## src/rtl/gpio_evt_pkg.sv

```systemverilog
package gpio_evt_pkg;

  localparam int GPIO_W = 16;
  localparam int BYTE_W = 8;

  localparam logic [7:0] A_DIR  = 8'h40;
  localparam logic [7:0] A_LVL  = 8'h42;
  localparam logic [7:0] A_STAT = 8'h44;
  localparam logic [7:0] A_MODE = 8'h46;
  localparam logic [7:0] A_POL  = 8'h48;
  localparam logic [7:0] A_IEN  = 8'h4A;
  localparam logic [7:0] A_OUT  = 8'h4E;

  typedef enum logic [2:0] {
    RG_DIR, RG_LVL, RG_STAT, RG_MODE, RG_POL, RG_IEN, RG_OUT, RG_NONE
  } reg_sel_e;

  typedef struct packed {
    reg_sel_e sel;
    logic     hi;
  } reg_dec_t;

  // Word address is addr[7:1]; addr[0] picks the upper byte lane.
  function automatic reg_dec_t decode_addr(input logic [7:0] a, input logic split_out);
    reg_dec_t d;
    d.hi = a[0];
    case (a[7:1])
      A_DIR[7:1]:  d.sel = RG_DIR;
      A_LVL[7:1]:  d.sel = RG_LVL;
      A_STAT[7:1]: d.sel = RG_STAT;
      A_MODE[7:1]: d.sel = RG_MODE;
      A_POL[7:1]:  d.sel = RG_POL;
      A_IEN[7:1]:  d.sel = RG_IEN;
      A_OUT[7:1]:  d.sel = split_out ? RG_OUT : RG_NONE;
      default:     d.sel = RG_NONE;
    endcase
    return d;
  endfunction

  function automatic logic [GPIO_W-1:0] put_byte(input logic [GPIO_W-1:0] cur,
                                                 input logic hi,
                                                 input logic [BYTE_W-1:0] b);
    return hi ? {b, cur[BYTE_W-1:0]} : {cur[GPIO_W-1:BYTE_W], b};
  endfunction

endpackage

```

## src/rtl/gpio_evt_sync.sv

```systemverilog
module gpio_evt_sync #(
  parameter int W      = 16,
  parameter int STAGES = 2
) (
  input  logic         clk,
  input  logic         rst_n,
  input  logic [W-1:0] d,
  output logic [W-1:0] q
);

  logic [W-1:0] stg [STAGES];

  always_ff @(posedge clk or negedge rst_n) begin
    if (!rst_n) begin
      for (int k = 0; k < STAGES; k++) stg[k] <= '0;
    end else begin
      stg[0] <= d;
      for (int k = 1; k < STAGES; k++) stg[k] <= stg[k-1];
    end
  end

  assign q = stg[STAGES-1];

endmodule

```

## src/rtl/gpio_evt_detect.sv

```systemverilog
module gpio_evt_detect #(
  parameter int           W    = 16,
  parameter logic [W-1:0] IMPL = '1
) (
  input  logic         clk,
  input  logic         rst_n,
  input  logic [W-1:0] lvl,
  input  logic [W-1:0] edge_sel,
  input  logic [W-1:0] pol_sel,
  output logic [W-1:0] hit
);

  logic [W-1:0] prev_q;

  always_ff @(posedge clk or negedge rst_n) begin
    if (!rst_n) prev_q <= '0;
    else        prev_q <= lvl;
  end

  for (genvar i = 0; i < W; i++) begin : g_pin
    if (IMPL[i]) begin : g_live
      logic h;
      always_comb begin
        case ({edge_sel[i], pol_sel[i]})
          2'b11:   h = lvl[i] & ~prev_q[i];
          2'b10:   h = ~lvl[i] & prev_q[i];
          2'b01:   h = lvl[i];
          default: h = ~lvl[i];
        endcase
      end
      assign hit[i] = h;
    end else begin : g_absent
      assign hit[i] = 1'b0;
    end
  end

endmodule

```

## src/rtl/gpio_evt_regs.sv

```systemverilog
module gpio_evt_regs
  import gpio_evt_pkg::*;
#(
  parameter int PIN_COUNT = 16,
  parameter bit SPLIT_OUT = 1'b1
) (
  input  logic              clk,
  input  logic              rst_n,
  input  logic              we,
  input  reg_dec_t          dec,
  input  logic [BYTE_W-1:0] wdata,
  input  logic [GPIO_W-1:0] lvl,
  input  logic [GPIO_W-1:0] hit,
  output logic [BYTE_W-1:0] rdata,
  output logic [GPIO_W-1:0] dir_q,
  output logic [GPIO_W-1:0] out_q,
  output logic [GPIO_W-1:0] mode_q,
  output logic [GPIO_W-1:0] pol_q,
  output logic [GPIO_W-1:0] stat_q,
  output logic              irq
);

  localparam logic [GPIO_W-1:0] IMPL = GPIO_W'((32'd1 << PIN_COUNT) - 32'd1);

  logic [GPIO_W-1:0] ien_q;
  logic [GPIO_W-1:0] wr_word;
  logic [GPIO_W-1:0] clr_mask;
  logic [GPIO_W-1:0] rd_word;
  logic              out_we;

  if (SPLIT_OUT) begin : g_out_own
    assign out_we = we && (dec.sel == RG_OUT);
  end else begin : g_out_shared
    assign out_we = we && (dec.sel == RG_LVL);
  end

  always_comb begin
    unique case (dec.sel)
      RG_DIR:  wr_word = put_byte(dir_q,  dec.hi, wdata);
      RG_MODE: wr_word = put_byte(mode_q, dec.hi, wdata);
      RG_POL:  wr_word = put_byte(pol_q,  dec.hi, wdata);
      RG_IEN:  wr_word = put_byte(ien_q,  dec.hi, wdata);
      default: wr_word = put_byte(out_q,  dec.hi, wdata);
    endcase
  end

  always_ff @(posedge clk or negedge rst_n) begin
    if (!rst_n) begin
      dir_q  <= '0;
      mode_q <= '0;
      pol_q  <= '0;
      ien_q  <= '0;
    end else if (we) begin
      case (dec.sel)
        RG_DIR:  dir_q  <= wr_word & IMPL;
        RG_MODE: mode_q <= wr_word & IMPL;
        RG_POL:  pol_q  <= wr_word & IMPL;
        RG_IEN:  ien_q  <= wr_word & IMPL;
        default: ;
      endcase
    end
  end

  always_ff @(posedge clk or negedge rst_n) begin
    if (!rst_n)      out_q <= '0;
    else if (out_we) out_q <= wr_word & IMPL;
  end

  always_comb begin
    clr_mask = '0;
    if (we && dec.sel == RG_STAT)
      clr_mask = dec.hi ? {wdata, 8'h00} : {8'h00, wdata};
  end

  // A new event in the clearing cycle keeps its bit set.
  always_ff @(posedge clk or negedge rst_n) begin
    if (!rst_n) stat_q <= '0;
    else        stat_q <= ((stat_q & ~clr_mask) | hit) & IMPL;
  end

  always_comb begin
    case (dec.sel)
      RG_DIR:  rd_word = dir_q;
      RG_LVL:  rd_word = lvl & IMPL;
      RG_STAT: rd_word = stat_q;
      RG_MODE: rd_word = mode_q | ~IMPL;
      RG_POL:  rd_word = pol_q;
      RG_IEN:  rd_word = ien_q;
      RG_OUT:  rd_word = out_q;
      default: rd_word = '0;
    endcase
    rdata = dec.hi ? rd_word[GPIO_W-1:BYTE_W] : rd_word[BYTE_W-1:0];
  end

  assign irq = |(stat_q & ien_q);

endmodule

```

## src/rtl/gpio_evt_ctrl.sv

```systemverilog
module gpio_evt_ctrl
  import gpio_evt_pkg::*;
#(
  parameter int PIN_COUNT = 16,
  parameter bit SPLIT_OUT = 1'b1
) (
  input  logic        clk,
  input  logic        rst_n,
  input  logic        reg_we,
  input  logic [7:0]  reg_addr,
  input  logic [7:0]  reg_wdata,
  output logic [7:0]  reg_rdata,
  input  logic [15:0] pin_in,
  output logic [15:0] pin_out,
  output logic [15:0] pin_oe,
  output logic        irq
);

  localparam logic [GPIO_W-1:0] IMPL = GPIO_W'((32'd1 << PIN_COUNT) - 32'd1);

  reg_dec_t          dec;
  logic [GPIO_W-1:0] lvl_s;
  logic [GPIO_W-1:0] evt_hit;
  logic [GPIO_W-1:0] stat_q;
  logic [GPIO_W-1:0] mode_q;
  logic [GPIO_W-1:0] pol_q;

  assign dec = decode_addr(reg_addr, SPLIT_OUT);

  gpio_evt_sync #(.W(GPIO_W), .STAGES(2)) u_sync (
    .clk   (clk),
    .rst_n (rst_n),
    .d     (pin_in),
    .q     (lvl_s)
  );

  gpio_evt_detect #(.W(GPIO_W), .IMPL(IMPL)) u_detect (
    .clk      (clk),
    .rst_n    (rst_n),
    .lvl      (lvl_s),
    .edge_sel (mode_q),
    .pol_sel  (pol_q),
    .hit      (evt_hit)
  );

  gpio_evt_regs #(.PIN_COUNT(PIN_COUNT), .SPLIT_OUT(SPLIT_OUT)) u_regs (
    .clk    (clk),
    .rst_n  (rst_n),
    .we     (reg_we),
    .dec    (dec),
    .wdata  (reg_wdata),
    .lvl    (lvl_s),
    .hit    (evt_hit),
    .rdata  (reg_rdata),
    .dir_q  (pin_oe),
    .out_q  (pin_out),
    .mode_q (mode_q),
    .pol_q  (pol_q),
    .stat_q (stat_q),
    .irq    (irq)
  );

endmodule

```

## config.mk

```make
export PLATFORM = sky130hd
export DESIGN_NAME = gpio_evt_ctrl
export DESIGN_NICKNAME = d
export VERILOG_FILES = /design/src/rtl/gpio_evt_pkg.sv /design/src/rtl/gpio_evt_sync.sv /design/src/rtl/gpio_evt_detect.sv /design/src/rtl/gpio_evt_regs.sv /design/src/rtl/gpio_evt_ctrl.sv
export SDC_FILE = /design/constraint.sdc
export NUM_CORES = 1
export LEC_CHECK = 0
export BUFFER_PORTS_ARGS = -buffer_cell sky130_fd_sc_hd__clkbuf_2
export CAP_MARGIN = 25
export CORE_MARGIN = 4
export CORE_UTILIZATION = 35
export CTS_CLUSTER_DIAMETER = 100
export DETAILED_ROUTE_END_ITERATION = 7
export PLACE_DENSITY = 0.56
export SYNTH_ARGS = -nofsm -noshare
export SYNTH_HDL_FRONTEND = slang
export SYNTH_SLANG_ARGS = --single-unit
```

## constraint.sdc

```tcl
create_clock -name clk -period 3.8 [get_ports clk]
set_input_delay 0.19 -clock clk [delete_from_list [all_inputs] [get_ports clk]]
set_output_delay 0.19 -clock clk [all_outputs]
set_load 0.1 [all_outputs]
```

==> impl_results.rst, run 1 <==
.. list-table::
   :header-rows: 1

   * - Metric
     - Value
   * - Launching element type of the critical path
     - input pin
   * - Hold Violations, Final
     - 0
   * - Sum of overflow across all layers after global routing
     - 0
   * - Placed Cells
     - 1012
   * - Insertion delay of the later-clocked pin in the worst-skew pair
     - about 0.43 ns
   * - Warnings, synthesis
     - 0
   * - Number of rows created at floorplan
     - between 50 and 60
   * - Buffer levels on the longest clock path
     - 2
   * - Number of flip-flops and latches in the synthesized netlist
     - roughly 140
   * - Number of clock sinks
     - 144
   * - Height of the chip
     - 150 microns
   * - Clock Tree Root
     - sky130_fd_sc_hd__clkbuf_16
   * - CP Capture Type
     - output pin
   * - Maximum fanout along the worst path
     - 26
   * - Via count normalized by instance count
     - 5.75
   * - Fill cell instance count of the final layout
     - 1872
   * - Total half-perimeter wirelength after legalization and detailed placement
     - approximately 16000 microns
   * - Relative slew margins
     - 0.454
   * - Floorplan Core Area
     - 19700 sq um
   * - Transition time at the pin with the least slew margin
     - 0.819 ns
   * - NumNets Final
     - ~820
   * - Initial cell density of the core
     - 0.360
   * - Max Clock Freq
     - 347 MHz
   * - Clock-pin slew reported for the worst setup and hold paths after clock tree synthesis
     - 0.06 ns
   * - Count of distinct cell types in the synthesized netlist
     - 54
   * - Input/output buffers
     - 75
   * - Gate Count Post-Synth
     - 699
   * - Synthesized area divided by synthesized cell count
     - 10.2 sq um
   * - Largest net degree at the start of global routing
     - 85
   * - DIE AREA
     - 22600 sq um
   * - Worst hold path class
     - input pin to register
   * - Power density over cell area
     - 457 nW/um^2
   * - Via total after detailed routing
     - 6100
   * - Routed Antenna Nets
     - 0
   * - Count of H-tree levels built during CTS
     - 4
   * - Drt total wl
     - 23000 microns
   * - Antenna fix cells
     - 0
   * - Fraction of registers with async set or reset after synthesis
     - 1.00
   * - Die X-Extent
     - between 150 and 200 microns
   * - Number of max-slew violations in the final report
     - 0
   * - Post-synth net total
     - 734
   * - Post-detailed-route wirelength per cell
     - 21.7 microns
   * - Crit Path Category
     - input pin to output pin
   * - Layout cells sized above 1
     - 0.206
   * - Final weighted congestion in routability-driven placement
     - 0.943
   * - Skew final
     - 0.00927 ns
   * - Global-route total usage across every layer
     - 0.209
   * - First-pass DRT Iterations
     - 5
   * - Worst path required time
     - roughly 3.6 ns
   * - Finish-stage setup viols
     - 0
   * - Most common cell after layout, fill and taps aside
     - sky130_fd_sc_hd__dfrtp_1
   * - Final instance count without filler cells
     - 1061
   * - Total DRC errors in the routed layout
     - 0
   * - Part of the Yosys area used for sequential elements
     - 0.508
   * - Final Cycle Share
     - 0.758
   * - Largest vdd supply drop
     - 263 uV
   * - Number of clock buffers inserted by TritonCTS
     - 17
   * - Starting DRT DRC Count
     - 709
   * - Ports
     - 76
   * - Pleak
     - 3.56 nW
   * - Number of enable flip-flop cells after synthesis
     - 0
   * - Aggregate negative setup slack
     - 0 ns
   * - TritonCTS clock tree
     - yes
   * - Crit path DAT
     - 2.69 ns
   * - Initial antenna violation count
     - 0
   * - Synthesis-to-finish area growth
     - 20.1%
   * - Netlist area before placement
     - 7100 sq um
   * - Vias in the first global route
     - 6167
   * - Max-cap viol count
     - 0
   * - Top FF cell, synth
     - sky130_fd_sc_hd__dfrtp_1
   * - Commonest cells after routing, fill and taps aside
     - 144 x sky130_fd_sc_hd__dfrtp_1, 88 x sky130_fd_sc_hd__nand2_1, 73 x sky130_fd_sc_hd__o21ai_0, 73 x sky130_fd_sc_hd__clkbuf_2, 39 x sky130_fd_sc_hd__mux2i_1
   * - Global-route wire length before repair
     - 35900 microns
   * - Unrepaired setup endpoints after global routing
     - false
   * - Tmin final
     - 2.88 ns
   * - Outcome
     - complete, no violations
==> flip-flops by register name, summed over array words and instances, names as in the netlist <==
name	cells
u_detect.prev_q	16
u_regs.dir_q	16
u_regs.ien_q	16
u_regs.mode_q	16
u_regs.out_q	16
u_regs.pol_q	16
u_regs.stat_q	16
u_sync.q	16
u_sync.stg	16
==> repair_timing <==
item | CTS | global route
hold buffers | 17 | 0
buffers inserted | 0 | 0
endpoints found under the hold margin | 98 | 0
gates resized for setup | 0 | 0
==> worst paths after layout <==
| kind | slack (ns) | cells past startpoint | endpoint | start |
|---|---|---|---|---|
| max | 0.92 | 7 | reg_rdata[3] | reg_addr[4] |
| min | 0.11 | 2 | u_regs.out_q[14]$_DFFE_PN0P_ | reg_wdata[6] |
| max reg2reg | 2.22 | 4 | u_regs.pol_q[4]$_DFFE_PN0P_ | u_regs.dir_q[4]$_DFFE_PN0P_ |
| min reg2reg | 0.35 | 0 | u_sync.q[11]$_DFF_PN0_ | u_sync.stg[27]$_DFF_PN0_ |
| max in group asynchronous | 2.46 | 3 | u_regs.dir_q[1]$_DFFE_PN0P_ | rst_n |
| min in group asynchronous | 0.38 | 2 | u_sync.stg[30]$_DFF_PN0_ | rst_n |
==> metrics by stage <==
stage / area, sq um / hold slack [ns] / worst slack (ns) / power [mW] / utilization
global placement: 7700 / 0.298 / 1.06 / 2.06 / 0.391
finish: 8520 / 0.106 / 0.918 / 3.90 / 0.432
detailed placement: 7700 / 0.300 / 0.999 / 2.07 / 0.391
CTS: 8520 / 0.0889 / 0.996 / 3.93 / 0.432
floorplan: 7100 / -0.106 / 0.179 / 1.92 / -
global route: 8520 / 0.117 / 0.856 / 4.02 / 0.432
==> cell usage after synthesis (all sizes together), types with 2 or more instances <==
cell type  count  share of area
a211oi         8         0.0085
a21boi        16          0.017
a21oi         47          0.041
a221oi         5         0.0062
a222oi         2         0.0028
a22o           5         0.0062
a22oi         26          0.028
and2           2         0.0018
and3           5         0.0044
buf           27          0.023
clkbuf        14         0.0074
dfrtp        144           0.51
inv            3         0.0016
mux2          16          0.025
mux2i         39          0.055
nand2         88          0.047
nand2b         3         0.0026
nand3         22          0.019
nand4          2         0.0039
nor2          38          0.022
nor2b         27          0.024
nor3           9          0.011
nor3b          3         0.0039
nor4           5         0.0044
o211a          2         0.0028
o21ai         87          0.061
o22ai         20          0.018
o2bb2ai        5         0.0062
o311ai        16          0.020
==> cell families after synthesis <==
logic type,synth area share
compound gates,0.224
mux,0.0836
simple gates,0.152
buf+inv,0.0326
flops,0.508
==> layout make-up <==
type,count,area [sq um],area share
well taps,265,332,0.0389
clock buffers,21,460,0.0540
inverters,4,15.0,0.00176
clock inverters,11,185,0.0217
multi-input cells,510,3270,0.383
flip-flops and latches,144,3600,0.423
repair buffers,106,659,0.0774
==> routing by layer <==
layer / up-vias / wire length (microns) / global-route usage
met5: - / 0 / 0
met4: 0 / 765 / 0.0906
met3: 62 / 1820 / 0.0439
met2: 328 / 10500 / 0.321
met1: 2957 / 9910 / 0.286
li1: 2753 / - / -
==> power by group <==
part           internal [mW]  total, mW  switching, mW
sequential              1.59       1.65         0.0611
combinational          0.129      0.407          0.278
clock                   1.19       1.84          0.641
==> critical path, stage by stage <==
cell	delay, ns
sky130_fd_sc_hd__clkbuf_2	0.16
sky130_fd_sc_hd__or4b_4	0.64
sky130_fd_sc_hd__nor2_8	0.44
sky130_fd_sc_hd__and3_1	0.29
sky130_fd_sc_hd__a211oi_1	0.11
sky130_fd_sc_hd__nor3_1	0.32
sky130_fd_sc_hd__clkbuf_2	0.53
Power figures use the tool's default switching activity.
==> inputs of run 2 (changes only) <==
PLACE_DENSITY = 0.58   (was 0.56)
clock period = 2.6 ns   (was 3.8 ns; I/O delays follow)
==> impl_results.rst, run 2 (synthesis gave the netlist of run 1 again) <==
.. list-table::
   :header-rows: 1

   * - Metric
     - Value
   * - Final Cycle Share
     - 0.895
   * - Crit path DAT
     - 2.20 ns (-0.49 ns)
   * - Pleak
     - 3.69 nW (+3.8%)
   * - DIE AREA
     - 22600 sq um (unchanged)
   * - Die X-Extent
     - 150 microns (unchanged)
   * - Sequential fraction of design power
     - 0.420 (-0.004)
   * - Maximum fanout along the worst path
     - 8 (-69%)
   * - Count of H-tree levels built during CTS
     - 4 (unchanged)
   * - Tmin final
     - about 2.3 ns
   * - Total power
     - 5.75 mW (+48%)
   * - Skew final
     - 0.00989 ns (+0.000621 ns)
   * - Via count normalized by instance count
     - 5.64 (-1.9%)
   * - Transition time at the pin with the least slew margin
     - 0.559 ns (-0.260 ns)
   * - Number of gates resized after CTS
     - 0 (unchanged)
   * - Unrepaired setup endpoints after global routing
     - false
   * - Final instance count without filler cells
     - 1075 (+1.3%)
   * - Switching power
     - 1.46 mW (+49%)
   * - Cell internal power dissipation
     - 4.30 mW (+47%)
   * - TritonCTS clock tree
     - yes
   * - Power density over cell area
     - 650 nW/um^2 (+42%)
   * - Final weighted congestion in routability-driven placement
     - 0.906 (-4.0%)
   * - Placed Cells
     - 1027 (+1.5%)
   * - Buffers inserted during post-CTS setup optimization
     - 0 (unchanged)
   * - Number of max-slew violations in the final report
     - 0 (unchanged)
   * - Initial cell density of the core
     - 0.360 (unchanged)
   * - Vias in the first global route
     - 6068 (-1.6%)
   * - Final cell area excluding filler cells
     - 8860 sq um (+4.0%)
   * - Global-route total usage across every layer
     - 0.212 (+0.00333)
   * - Most common cell after layout, fill and taps aside
     - sky130_fd_sc_hd__dfrtp_1
   * - Synthesis-to-finish area growth
     - 24.8%
   * - Worst path required time
     - 2.47 ns (-1.14 ns)
   * - Antenna fix cells
     - 0 (unchanged)
   * - Hold Violations, Final
     - 0 (unchanged)
   * - Commonest cells after routing, fill and taps aside
     - 144 x sky130_fd_sc_hd__dfrtp_1, 88 x sky130_fd_sc_hd__nand2_1, 73 x sky130_fd_sc_hd__o21ai_0, 66 x sky130_fd_sc_hd__clkbuf_2, 39 x sky130_fd_sc_hd__mux2i_1
   * - Number of rows created at floorplan
     - 51 (unchanged)
   * - Post-detailed-route wirelength per cell
     - 21.4 microns (-1.6%)
   * - Starting DRT DRC Count
     - 686 (-3.2%)
   * - Worst hold path class
     - input pin to register
   * - Final worst slack
     - 0.272 ns (-0.646 ns)
   * - Routed Antenna Nets
     - 0 (unchanged)
   * - Largest vdd supply drop
     - 502 uV (+91%)
   * - Crit Path Category
     - input pin to output pin
   * - Via total after detailed routing
     - 6061 (-0.64%)
   * - Min-Delay Path Depth
     - 2 (unchanged)
   * - Finish-stage setup viols
     - 0 (unchanged)
   * - Cell count of the worst reg-to-reg path
     - 4 (unchanged)
   * - Worst slack at placement
     - 0.338 ns (-0.660 ns)
   * - Number of clock sinks
     - 144 (unchanged)
   * - Power share of the combinational group
     - 0.108 (+0.003)
   * - Flip-flop and latch area
     - 3600 sq um (unchanged)
   * - Total half-perimeter wirelength after legalization and detailed placement
     - 16200 microns (+2.7%)
   * - Floorplan Core Area
     - 19700 sq um (unchanged)
   * - Layout cells sized above 1
     - 0.228 (+0.0224)
   * - Drt total wl
     - 23000 microns (-0.25%)
   * - Max-cap viol count
     - 0 (unchanged)
   * - Sw Share
     - 0.253 (+0.00145)
   * - Launching element type of the critical path
     - input pin
   * - Fill cell instance count of the final layout
     - 1848 (-1.3%)
   * - Sum of overflow across all layers after global routing
     - 0 (unchanged)
   * - Outcome
     - complete, no violations
   * - Relative slew margins
     - 0.624 (+0.170)
   * - Initial antenna violation count
     - 0 (unchanged)
   * - Area occupied by multi-input gates
     - 3330 sq um (+1.9%)
   * - Clock Tree Root
     - sky130_fd_sc_hd__clkbuf_16
   * - Largest net degree at the start of global routing
     - 67 (-21%)
   * - Hold buffer count at cts
     - 17 (unchanged)
   * - Ports
     - 76 (unchanged)
   * - Input/output buffers
     - 75 (unchanged)
   * - Insertion delay of the later-clocked pin in the worst-skew pair
     - 0.43 ns (about the same)
   * - NumNets Final
     - 833 (+1.8%)
   * - Global-route wire length before repair
     - 36000 microns (+0.33%)
   * - CP Capture Type
     - output pin
   * - Height of the chip
     - 150 microns (unchanged)
   * - Number of clock buffers inserted by TritonCTS
     - 17 (unchanged)
   * - Max Clock Freq
     - around 430 MHz
   * - Part of the total power dissipated in the clock network
     - 0.472 (about the same)
   * - Clock-pin slew reported for the worst setup and hold paths after clock tree synthesis
     - 0.06 ns (about the same)
   * - First-pass DRT Iterations
     - 5 (unchanged)
   * - Total DRC errors in the routed layout
     - 0 (unchanged)
   * - Placed standard-cell area
     - 8040 sq um (+4.3%)
   * - Buffer levels on the longest clock path
     - 2 (unchanged)
==> run 2: path summary, 6_finish.rpt <==
path                                              from                             to  slack [ns]
max                                        reg_addr[4]                   reg_rdata[5]        0.27
min                                       reg_wdata[6]    u_regs.out_q[6]$_DFFE_PN0P_        0.03
max reg2reg                u_regs.pol_q[7]$_DFFE_PN0P_    u_regs.pol_q[7]$_DFFE_PN0P_        1.08
min reg2reg                   u_sync.stg[18]$_DFF_PN0_          u_sync.q[2]$_DFF_PN0_        0.35
max in group asynchronous                        rst_n  u_detect.prev_q[11]$_DFF_PN0_        1.61
min in group asynchronous                        rst_n   u_regs.pol_q[14]$_DFFE_PN0P_        0.20
==> run 2: layout make-up <==
type / count / share of cell area
multi-input combinational: 510 / 0.376
clock buffer: 21 / 0.0531
inverter: 4 / 0.00169
clock inverter: 10 / 0.0206
timing repair buffer: 121 / 0.105
sequential: 144 / 0.407
tap: 265 / 0.0374
==> run 2: stage by stage <==
stage                     hold WS [ns]  TNS (ns)   util
after floorplan                 -0.166    -0.201      -
after global placement          0.0976         0  0.408
after detailed placement        0.0941         0  0.408
after CTS                       0.0186         0  0.449
after global routing            0.0434         0  0.449
final                           0.0302         0  0.449
==> run 2: worst max-delay path, stage by stage <==
cell and delay, ns:
sky130_fd_sc_hd__clkbuf_2 0.17, sky130_fd_sc_hd__nor4b_4 0.53, sky130_fd_sc_hd__nand2_1 0.39, sky130_fd_sc_hd__o22ai_1 0.29
sky130_fd_sc_hd__o41ai_1 0.13, sky130_fd_sc_hd__a31oi_2 0.32, sky130_fd_sc_hd__buf_12 0.22
==> run 2: per-layer routing <==
metal / wire, microns / global-route usage / up-vias
met5: 0 / 0 / -
met4: 690 / 0.0919 / 0
met3: 2060 / 0.0527 / 55
met2: 10300 / 0.312 / 280
met1: 9890 / 0.297 / 2934
li1: - / - / 2792
==> run 2: power by group through the flow <==
stage	clock (mW)	sequential [mW]	combinational [mW]
2_1_floorplan	0	2.51	0.304
3_3_place_gp	0	2.45	0.592
6_report	2.72	2.42	0.621
3_5_place_dp	0	2.45	0.596
4_1_cts	2.77	2.41	0.618
5_1_grt	2.88	2.42	0.666
